===== src/rtl/sbx_pkg.sv =====
package sbx_pkg;
    typedef enum logic [1:0] {
        VC_NONE   = 2'd0,
        VC_MODE   = 2'd1,
        VC_PIN_WR = 2'd2,
        VC_PIN_RD = 2'd3
    } viol_cause_e;
endpackage


===== src/rtl/sbx_mode_regs.sv =====
module sbx_mode_regs #(
    parameter int N_CORES = 16,
    localparam int CORE_W = $clog2(N_CORES)
) (
    input  logic               clk,
    input  logic               rst,
    input  logic               cmd_valid,
    input  logic [CORE_W-1:0]  cmd_src,
    input  logic [CORE_W-1:0]  cmd_tgt,
    input  logic               cmd_set,
    output logic [N_CORES-1:0] restricted_q,
    output logic               mode_blk
);
    logic src_free;
    assign src_free = !restricted_q[cmd_src];
    assign mode_blk = cmd_valid && !src_free;

    always_ff @(posedge clk) begin
        if (rst) begin
            restricted_q <= '0;
        end else if (cmd_valid && src_free) begin
            restricted_q[cmd_tgt] <= cmd_set;
        end
    end

    // flags are clear after reset
    p_reset_clear_r1: assert property (@(posedge clk) disable iff (rst)
        $past(rst) |-> restricted_q == '0);
    // a restricted source changes nothing
    p_locked_src_r5: assert property (@(posedge clk) disable iff (rst)
        (cmd_valid && restricted_q[cmd_src]) |=> $stable(restricted_q));
    // a command from a free source lands on its target
    p_cmd_applies_r4: assert property (@(posedge clk) disable iff (rst)
        (cmd_valid && !restricted_q[cmd_src]) |=> restricted_q[$past(cmd_tgt)] == $past(cmd_set));
endmodule


===== src/rtl/sbx_addr_fold.sv =====
module sbx_addr_fold #(
    parameter int SLICE_AW = 15,
    parameter int CORE_W   = 4,
    parameter int CORE_ID  = 0,
    localparam int MEM_AW  = SLICE_AW + CORE_W
) (
    input  logic              restricted,
    input  logic [MEM_AW-1:0] addr_in,
    output logic [MEM_AW-1:0] addr_out
);
    localparam logic [CORE_W-1:0] SLICE_SEL = CORE_W'(CORE_ID);

    always_comb begin
        if (restricted) addr_out = {SLICE_SEL, addr_in[SLICE_AW-1:0]};
        else            addr_out = addr_in;
    end

    // a folded address always lands in this core's slice
    always_comb begin
        if (restricted) begin
            p_fold_slice_r3: assert (addr_out[MEM_AW-1:SLICE_AW] == SLICE_SEL
                                     && addr_out[SLICE_AW-1:0] == addr_in[SLICE_AW-1:0]);
        end
    end
endmodule


===== src/rtl/sbx_pin_gate.sv =====
module sbx_pin_gate #(
    parameter int N_CORES = 16,
    parameter int PIN_W   = 8
) (
    input  logic [N_CORES-1:0]       restricted,
    input  logic [N_CORES-1:0]       out_we_i,
    input  logic [N_CORES-1:0]       dir_we_i,
    input  logic [N_CORES-1:0]       rd_req,
    input  logic [PIN_W-1:0]         pin_in,
    output logic [N_CORES-1:0]       out_we_o,
    output logic [N_CORES-1:0]       dir_we_o,
    output logic [N_CORES*PIN_W-1:0] rd_data,
    output logic [N_CORES-1:0]       wr_blk,
    output logic [N_CORES-1:0]       rd_blk
);
    assign out_we_o = out_we_i & ~restricted;
    assign dir_we_o = dir_we_i & ~restricted;
    assign wr_blk   = (out_we_i | dir_we_i) & restricted;
    assign rd_blk   = rd_req & restricted;

    for (genvar c = 0; c < N_CORES; c++) begin : g_lane
        assign rd_data[c*PIN_W +: PIN_W] = restricted[c] ? '0 : pin_in;

        // no restricted lane leaks an enable or pin data
        always_comb begin
            if (restricted[c]) begin
                p_lane_quiet_r7: assert (rd_data[c*PIN_W +: PIN_W] == '0
                                         && !out_we_o[c] && !dir_we_o[c]);
            end
        end
    end
endmodule


===== src/rtl/sbx_viol_encoder.sv =====
module sbx_viol_encoder
    import sbx_pkg::*;
#(
    parameter int N_CORES = 16,
    localparam int CORE_W = $clog2(N_CORES)
) (
    input  logic               clk,
    input  logic               rst,
    input  logic               mode_blk,
    input  logic [CORE_W-1:0]  mode_src,
    input  logic [N_CORES-1:0] wr_blk,
    input  logic [N_CORES-1:0] rd_blk,
    output logic               viol_valid,
    output logic [CORE_W-1:0]  viol_core,
    output viol_cause_e        viol_cause
);
    logic              nxt_valid;
    logic [CORE_W-1:0] nxt_core;
    viol_cause_e       nxt_cause;

    always_comb begin
        nxt_valid = 1'b0;
        nxt_core  = '0;
        nxt_cause = VC_NONE;
        for (int i = N_CORES - 1; i >= 0; i--) begin
            if (rd_blk[i]) begin
                nxt_valid = 1'b1; nxt_core = CORE_W'(i); nxt_cause = VC_PIN_RD;
            end
        end
        if (wr_blk != '0) begin
            for (int i = N_CORES - 1; i >= 0; i--) begin
                if (wr_blk[i]) begin
                    nxt_valid = 1'b1; nxt_core = CORE_W'(i); nxt_cause = VC_PIN_WR;
                end
            end
        end
        if (mode_blk) begin
            nxt_valid = 1'b1; nxt_core = mode_src; nxt_cause = VC_MODE;
        end
    end

    always_ff @(posedge clk) begin
        if (rst) begin
            viol_valid <= 1'b0;
            viol_core  <= '0;
            viol_cause <= VC_NONE;
        end else begin
            viol_valid <= nxt_valid;
            viol_core  <= nxt_core;
            viol_cause <= nxt_cause;
        end
    end

    // a discarded command outranks pin violations in the report
    p_mode_first_r9: assert property (@(posedge clk) disable iff (rst)
        mode_blk |=> viol_valid && viol_cause == VC_MODE && viol_core == $past(mode_src));
    // a quiet cycle gives no report
    p_quiet_r10: assert property (@(posedge clk) disable iff (rst)
        (!mode_blk && wr_blk == '0 && rd_blk == '0) |=> !viol_valid && viol_cause == VC_NONE);
    // a strobe always carries a cause
    p_tagged_r8: assert property (@(posedge clk) disable iff (rst)
        viol_valid |-> viol_cause != VC_NONE);
endmodule


===== src/rtl/core_sandbox_guard.sv =====
module core_sandbox_guard #(
    parameter int N_CORES  = 16,
    parameter int SLICE_AW = 15,
    parameter int PIN_W    = 8,
    localparam int CORE_W  = $clog2(N_CORES),
    localparam int MEM_AW  = SLICE_AW + CORE_W
) (
    input  logic                      clk,
    input  logic                      rst,
    input  logic [N_CORES*MEM_AW-1:0] req_addr,
    output logic [N_CORES*MEM_AW-1:0] phys_addr,
    input  logic                      cmd_valid,
    input  logic [CORE_W-1:0]         cmd_src,
    input  logic [CORE_W-1:0]         cmd_tgt,
    input  logic                      cmd_set,
    input  logic [N_CORES-1:0]        pin_out_we_i,
    input  logic [N_CORES-1:0]        pin_dir_we_i,
    output logic [N_CORES-1:0]        pin_out_we_o,
    output logic [N_CORES-1:0]        pin_dir_we_o,
    input  logic [N_CORES-1:0]        pin_rd_req,
    input  logic [PIN_W-1:0]          pin_in,
    output logic [N_CORES*PIN_W-1:0]  pin_rd_data,
    output logic                      viol_valid,
    output logic [CORE_W-1:0]         viol_core,
    output logic [1:0]                viol_cause
);
    logic [N_CORES-1:0] restricted_q;
    logic               mode_blk;
    logic [N_CORES-1:0] wr_blk;
    logic [N_CORES-1:0] rd_blk;
    sbx_pkg::viol_cause_e cause_e;

    sbx_mode_regs #(.N_CORES(N_CORES)) u_mode (
        .clk(clk), .rst(rst), .cmd_valid(cmd_valid), .cmd_src(cmd_src),
        .cmd_tgt(cmd_tgt), .cmd_set(cmd_set),
        .restricted_q(restricted_q), .mode_blk(mode_blk)
    );

    for (genvar c = 0; c < N_CORES; c++) begin : g_fold
        sbx_addr_fold #(.SLICE_AW(SLICE_AW), .CORE_W(CORE_W), .CORE_ID(c)) u_fold (
            .restricted(restricted_q[c]),
            .addr_in(req_addr[c*MEM_AW +: MEM_AW]),
            .addr_out(phys_addr[c*MEM_AW +: MEM_AW])
        );
    end

    sbx_pin_gate #(.N_CORES(N_CORES), .PIN_W(PIN_W)) u_pins (
        .restricted(restricted_q), .out_we_i(pin_out_we_i), .dir_we_i(pin_dir_we_i),
        .rd_req(pin_rd_req), .pin_in(pin_in), .out_we_o(pin_out_we_o),
        .dir_we_o(pin_dir_we_o), .rd_data(pin_rd_data), .wr_blk(wr_blk), .rd_blk(rd_blk)
    );

    sbx_viol_encoder #(.N_CORES(N_CORES)) u_viol (
        .clk(clk), .rst(rst), .mode_blk(mode_blk), .mode_src(cmd_src),
        .wr_blk(wr_blk), .rd_blk(rd_blk),
        .viol_valid(viol_valid), .viol_core(viol_core), .viol_cause(cause_e)
    );

    assign viol_cause = cause_e;
endmodule


===== config.mk =====
export PLATFORM = sky130hd
export DESIGN_NAME = core_sandbox_guard
export DESIGN_NICKNAME = d
export VERILOG_FILES = /design/src/rtl/sbx_pkg.sv /design/src/rtl/sbx_mode_regs.sv /design/src/rtl/sbx_addr_fold.sv /design/src/rtl/sbx_pin_gate.sv /design/src/rtl/sbx_viol_encoder.sv /design/src/rtl/core_sandbox_guard.sv
export SDC_FILE = /design/constraint.sdc
export NUM_CORES = 1
export LEC_CHECK = 0
export BUFFER_PORTS_ARGS = -buffer_cell sky130_fd_sc_hd__buf_2
export CORE_AREA = 2 2 324 326
export CTS_CLUSTER_SIZE = 14
export DETAILED_ROUTE_END_ITERATION = 16
export DIE_AREA = 0 0 326 328
export PLACE_DENSITY = 0.34
export SETUP_SLACK_MARGIN = 0.3
export SYNTH_ARGS = -nofsm -noshare
export SYNTH_HDL_FRONTEND = slang
export SYNTH_SLANG_ARGS = --single-unit

===== constraint.sdc =====
create_clock -name clk -period 1.9 [get_ports clk]
set_input_delay 0.19 -clock clk [delete_from_list [all_inputs] [get_ports clk]]
set_output_delay 0.19 -clock clk [all_outputs]
set_load 0.05 [all_outputs]

==> flow_summary.yaml, run 1 <==
placement:
  dp_hpwl_um: 41300
  dp.cells: 2260
  place_area_sq_um: 7410
  port_buffers: 362
  globalplace.congestion: 0.756
finish:
  drive_gt1_share_pct: 65.7
  area_growth_pct: 73.1
  final_cells: 2298
  design_area_sq_um: 8820
  fin_util_pct: 8.55
  fillers: 12104
  nets: 1286
clock_tree:
  clock_latency_ns: 0.27
  cts_tree: "done"
  root_buffer: "clkbuf_16"
  cts_made_buffers: 3
  cts_buffer_depth: 2
  cts_hold_buf: 0
  cts_sinks: 23
  cts-htree-levels: 1
  clk_pin_slew_worst_paths_ns: 0.07
logic_synthesis:
  synth_ff_type: "dfxtp_1"
  yosys.area_share.xor_xnor_pct: 0
  ys_warn_count: 0
  synthCells: 731
  synth_area_leaders: "buf_4 36%, nor2b_1 24%, dfxtp_1 9.0%"
  synthSimpleGateAreaFrac_pct: 37.0
  yosysTopAreaCellShare_pct: 35.6
  synth_edf_count: 0
  ys_seq_elements: 23
  async_reset_ff_share_pct: 0
  yosys.area.top_type: "buf_4"
  synth.area.mux_share_pct: 2.09
  syn_avg_cell_area_sq_um: 6.97
  synth_top_family_by_area: "buffers and inverters"
  synth_cell_types: 50
  synthAdderAreaFrac_pct: 0
  synth_seq_area_share_pct: 9.03
  synth_nets: 1103
  synthesis.area_sq_um: 5100
  synth_compound_area_share_pct: 12.5
sta:
  fmax_ghz: 0.526
  setup_tns_ns: -0.00294
  rsz0062_at_grt: "yes"
  period_share_pct: 100
  tightestPinTransition_ns: 0.551
  max_slew_margin_pct: 63.1
  setup_viol: 1
  min_period_ns: 1.90
  fin_ws_ns: -0.00294
  skew_ns: 0.00571
  slew_violations: 0
  final_hold_viol_count: 0
power_and_ir_drop:
  p_switching_w: 0.00183
  power_frac_clock_pct: 15.3
  switching_share_pct: 55.5
  ir_drop_mv: 0.271
  intPower_w: 0.00146
  combPwrFrac_pct: 69.6
  p_total_w: 0.00329
  p_seq_share_pct: 15.1
  p_leak_nw: 3.64
  pwr_density_cell_nw_per_um2: 373
die:
  io_pins: 843
  die-area_sq_um: 107000
  die_w_um: 326
  core_sq_um: 103000
  die_h_um: 328
  row_count: 118
  initial_utilization_pct: 4.94
global_routing:
  grt_pass1_wl_um: 57000
  grt_pass1_vias: 5475
  track_usage_pct: 8.15
  gr-total-overflow: 0
  grt_start_max_net_pins: 18
  antenna_found_initial: 21
worst_setup_path:
  cp_slowest_cell: "mux4_2"
  endpoint: "u_viol.viol_core[1]"
  max_stage_delay_ns: 0.54
  critPathLaunch: "u_mode.restricted_q[15]"
  reg2regPathDepth: 6
  crit_fanout: 3
  start_kind: "register"
  cp.arrival_ns: 2.06
  cp.required_ns: 2.06
  worstSetupPathType: "register to register"
  cp_cell_sequence: "mux2i_1, mux4_2, o32a_4, and3b_1, and3b_1, a211o_1"
  rr_endpoint: "u_viol.viol_core[1]"
  cpMostUsedCell: "and3b_1"
  reg2reg_from: "u_mode.restricted_q[15]"
  end_kind: "register"
  reg2reg_slack_ns: -0.003
detailed_routing:
  wl_per_cell_um: 21.3
  drc: 0
  drt-initial-drc-count: 183
  ant_nets: 0
  wl_um: 49000
  first_pass_iters: 4
  via_per_inst: 2.56
  vias: 5889
run_status:
  violations: "negative setup slack"
  outcome: "finished, violations left"
run:
  maxCapViolCount: 0
worst_hold_path:
  hold_path_class: "input port to register"
[sequential cells by signal, indices dropped and copies added (netlist names)]
signal,count
u_viol.viol_valid,1
u_mode.restricted_q,16
u_viol.viol_cause,2
u_viol.viol_core,4
[layout by cell type (no fill, tap or decap), types with 4 or more instances in the layout]
master,count
a22oi_2,4
o31ai_2,5
o21ai_4,4
dfxtp_4,12
buf_4,73
nor2b_1,176
o21ai_0,4
buf_12,19
a21oi_2,7
o31ai_4,4
buf_6,34
nor2b_4,10
or2_4,16
nand4_1,19
nor2_1,7
clkbuf_16,8
dfxtp_1,7
nand2b_1,9
a21oi_1,15
dfxtp_2,4
clkbuf_4,14
nor2b_2,10
o21ai_2,11
buf_2,302
buf_8,16
or2_2,17
mux2i_1,4
and2_1,4
a22o_1,6
nand2_1,26
o21ai_1,6
diode_2,5
[power groups by stage]
| stage | Combinational (W) | Clock, W | Sequential [W] |
|---|---|---|---|
| after floorplan | 0.00271 | 0 | 0.000557 |
| after global placement | 0.00209 | 0 | 0.000523 |
| after detailed placement | 0.00209 | 0 | 0.000523 |
| after CTS | 0.00218 | 0.000506 | 0.000502 |
| after global routing | 0.00239 | 0.000525 | 0.000498 |
| final | 0.00229 | 0.000502 | 0.000496 |
[metrics by stage]
| step | setup slack, ns | hold slack (ns) |
|---|---|---|
| 6_report | -0.00294 | 0.242 |
| 5_1_grt | -0.0740 | 0.259 |
| 3_3_place_gp | -0.617 | 0.380 |
| 3_5_place_dp | -0.624 | 0.380 |
| 2_1_floorplan | -0.00408 | 0.329 |
| 4_1_cts | 0.0146 | 0.241 |
[layer usage]
| metal | GRT usage [%] | vias up | part of all wire (%) |
|---|---|---|---|
| li1 | - | 2508 | - |
| met1 | 8.88 | 2711 | 37 |
| met2 | 13.4 | 531 | 46 |
| met3 | 4.80 | 127 | 14 |
| met4 | 2.15 | 12 | 3.0 |
| met5 | 0.0887 | - | 0.17 |
[Yosys cell counts (all sizes together) (2+ instances only)]
| cell type | n |
|---|---|
| a211oi | 4 |
| a21oi | 22 |
| a22o | 7 |
| a22oi | 4 |
| a31oi | 3 |
| and2 | 4 |
| and3b | 2 |
| buf | 249 |
| clkbuf | 38 |
| dfxtp | 23 |
| mux2 | 3 |
| mux2i | 5 |
| nand2 | 26 |
| nand2b | 9 |
| nand3 | 4 |
| nand4 | 19 |
| nor2 | 11 |
| nor2b | 196 |
| nor3 | 6 |
| o211ai | 2 |
| o21a | 4 |
| o21ai | 25 |
| o22ai | 2 |
| o31ai | 9 |
| o41ai | 2 |
| or2 | 33 |
[cell type report]
type | count | area [sq um] | area share, %
Sequential cell | 23 | 510 | 5.79
Clock buffer | 3 | 75.1 | 0.851
Timing Repair Buffer | 464 | 3320 | 37.6
Antenna cell | 5 | 12.5 | 0.142
Clock inverter | 1 | 7.51 | 0.0851
Multi-Input combinational cell | 421 | 3170 | 35.9
Tap cell | 1380 | 1730 | 19.6
Inverter | 1 | 3.75 | 0.0425
[critical path: cells and delay by family, from the launching register on]
kind | cells | cell delay (ns)
flip-flops | 1 | 0.37
multiplexers | 2 | 0.62
AND/OR/NAND/NOR | 2 | 0.35
AO/OA/AOI/OAI | 2 | 0.46
[cells by family after synthesis]
logic type             Yosys count
flip-flops                      23
multiplexers                     9
buffers and inverters          288
AND/OR/NAND/NOR                315
AO/OA/AOI/OAI                   96
[worst min path at each step]
| stage | slack (ns) | end | depth (start not counted) | start |
|---|---|---|---|---|
| after CTS | 0.24 | u_viol.viol_core[3] | 2 | rst |
| after global placement | 0.38 | phys_addr[0] | 0 | req_addr[0] |
| after global routing | 0.26 | u_viol.viol_core[3] | 2 | rst |
| after floorplan | 0.33 | u_viol.viol_core[0] | 1 | cmd_src[0] |
| after detailed placement | 0.38 | phys_addr[0] | 0 | req_addr[0] |
| final | 0.24 | u_viol.viol_core[3] | 2 | rst |
[what timing repair did]
action | CTS | global route
setup buffers | 13 | 10
pin swaps | 19 | 39
gates resized for setup | 141 | 174
endpoints found under the setup margin | 122 | 59
hold endpoints to repair | 0 | 0
cloned | 1 | 5
(Power assumes the default switching activity.)
==> run 2: changes to the inputs <==
==> constraint.sdc (replaced) <==
create_clock -name clk -period 1.65 [get_ports clk]
set_input_delay 0.165 -clock clk [delete_from_list [all_inputs] [get_ports clk]]
set_output_delay 0.165 -clock clk [all_outputs]
set_load 0.05 [all_outputs]
==> run 2 against run 1 <==
The flow still finishes with violations (negative setup slack). Cell count grew 2.3%. First-iteration DRC count down 6.6%. Sequential share of layout area down 1.6 points. Clock power grew 17%.
==> flow_summary.yaml, run 2 (synthesis gave the netlist of run 1 again) <==
run_status:
  outcome: "finished, violations left"
  violations: "negative setup slack"
worst_hold_path:
  hold_path_class: "input port to register"
  holdPathStages: 2
power_and_ir_drop:
  power_frac_clock_pct: 13.1
  p_switching_w: 0.00223
  p_seq_share_pct: 12.7
  intPower_w: 0.00225
  combPwrFrac_pct: 74.2
  switching_share_pct: 49.8
  p_total_w: 0.00449
  p_leak_nw: 5.19
  ir_drop_mv: 0.330
  pwr_density_cell_nw_per_um2: 374
clock_tree:
  clk_pin_slew_worst_paths_ns: 0.07
  cts_tree: "done"
  cts-htree-levels: 1
  cts_buffer_depth: 2
  clock_latency_ns: 0.27
  cts_made_buffers: 3
  cts_sinks: 23
  root_buffer: "clkbuf_16"
  cts_hold_buf: 0
worst_setup_path:
  crit_fanout: 4
  cp.required_ns: 1.86
  reg2regPathDepth: 8
  end_kind: "register"
  start_kind: "register"
  worstSetupPathType: "register to register"
  cp.arrival_ns: 2.15
detailed_routing:
  met3_wirelength_um: 6630
  first_pass_iters: 4
  ant_nets: 0
  wl_met2_um: 24200
  wl_per_cell_um: 22.1
  wl_met1_um: 18600
  wl_um: 52000
  maxUsedRoutingLayer: "met5"
  drt-initial-drc-count: 171
  drc: 0
  vias: 6223
  via_per_inst: 2.65
sta:
  fmax_ghz: 0.514
  fin_ws_ns: -0.296
  min_period_ns: 1.95
  holdWs_ns: 0.231
  period_share_pct: 118
  setup_tns_ns: -5.46
  final_hold_viol_count: 0
  max_slew_margin_pct: 64.5
  tightestPinTransition_ns: 0.533
  skew_ns: 0.00709
  slew_violations: 0
  setup_viol: 51
  rsz0062_at_grt: "yes"
finish:
  regMostFlops: "u_mode.restricted_q"
  largest_register_ff_count: 16
  nets: 1337
  final_cells: 2352
  top_regs: "u_mode.restricted_q x16, u_viol.viol_core x4, u_viol.viol_cause x2"
  drive_gt1_share_pct: 84.6
  fillers: 11750
  final_common_cell: "buf_2"
  multi_input_area_sq_um: 4250
  area_growth_pct: 135
  mostFrequentLayoutCells: "163 x buf_2, 159 x buf_6, 130 x nor2b_4, 69 x buf_8, 64 x buf_4"
  register_area_sq_um: 508
run:
  maxCapViolCount: 0
global_routing:
  grt_pass1_wl_um: 62100
  track_usage_pct: 8.84
  grt_start_max_net_pins: 18
  gr-total-overflow: 0
  grt_pass1_vias: 5974
  antenna_found_initial: 20
die:
  die_w_um: 326
  io_pins: 843
  die_h_um: 328
  core_sq_um: 103000
  initial_utilization_pct: 4.94
  die-area_sq_um: 107000
  row_count: 118
placement:
  pre_cts_ws_ns: -1.12
  port_buffers: 362
  dp.cells: 2268
  dp_hpwl_um: 42400
  globalplace.congestion: 0.742
[run 2: stage by stage]
| step | util (%) | cell area, sq um |
|---|---|---|
| 2_1_floorplan | - | 5540 |
| 3_3_place_gp | 7.62 | 7870 |
| 3_5_place_dp | 7.62 | 7870 |
| 4_1_cts | 9.81 | 10100 |
| 5_1_grt | 11.6 | 12000 |
| 6_report | 11.6 | 12000 |
[run 2: final timing paths]
kind                            from                      end  slack [ns]
max reg2reg   u_mode.restricted_q[6]      u_viol.viol_core[3]       -0.30
max           u_mode.restricted_q[6]      u_viol.viol_core[3]       -0.30
min reg2reg  u_mode.restricted_q[10]  u_mode.restricted_q[10]        0.66
min                              rst      u_viol.viol_core[3]        0.23
[run 2: per-layer routing]
layer | GRT usage (%) | vias up
li1 | - | 2634
met1 | 9.63 | 2892
met2 | 14.6 | 527
met3 | 4.67 | 156
met4 | 3.22 | 14
met5 | 0 | -
[run 2: power groups by stage]
stage	Clock [W]	Sequential [W]	Combinational, W
3_3_place_gp	0	0.000601	0.00247
4_1_cts	0.000607	0.000577	0.00295
6_report	0.000588	0.000571	0.00333
5_1_grt	0.000629	0.000574	0.00345
3_5_place_dp	0	0.000600	0.00247
2_1_floorplan	0	0.000642	0.00318
[run 2: critical path: stages (launching register included)]
cell	delay [ns]
dfxtp_4	0.36
buf_8	0.13
a22oi_2	0.20
buf_4	0.16
nand2_4	0.06
nor3_4	0.25
a211oi_2	0.11
or4b_4	0.49
a21oi_2	0.11
[run 2: what timing repair did]
item / 4_1_cts / 5_1_grt
pin swaps: 38 / 35
resized for setup: 495 / 476
cloned: 7 / 2
endpoints found under the hold margin: 0 / 0
buffers inserted: 27 / 36
setup endpoints to repair: 236 / 245
[run 2: cell type report]
type | instances | share of cell area [%]
Clock buffer | 3 | 0.625
Tap cell | 1380 | 14.4
Timing Repair Buffer | 516 | 45.1
Inverter | 1 | 0.0313
Multi-Input combinational cell | 420 | 35.4
Sequential cell | 23 | 4.23
Clock inverter | 1 | 0.0625
Antenna cell | 8 | 0.167
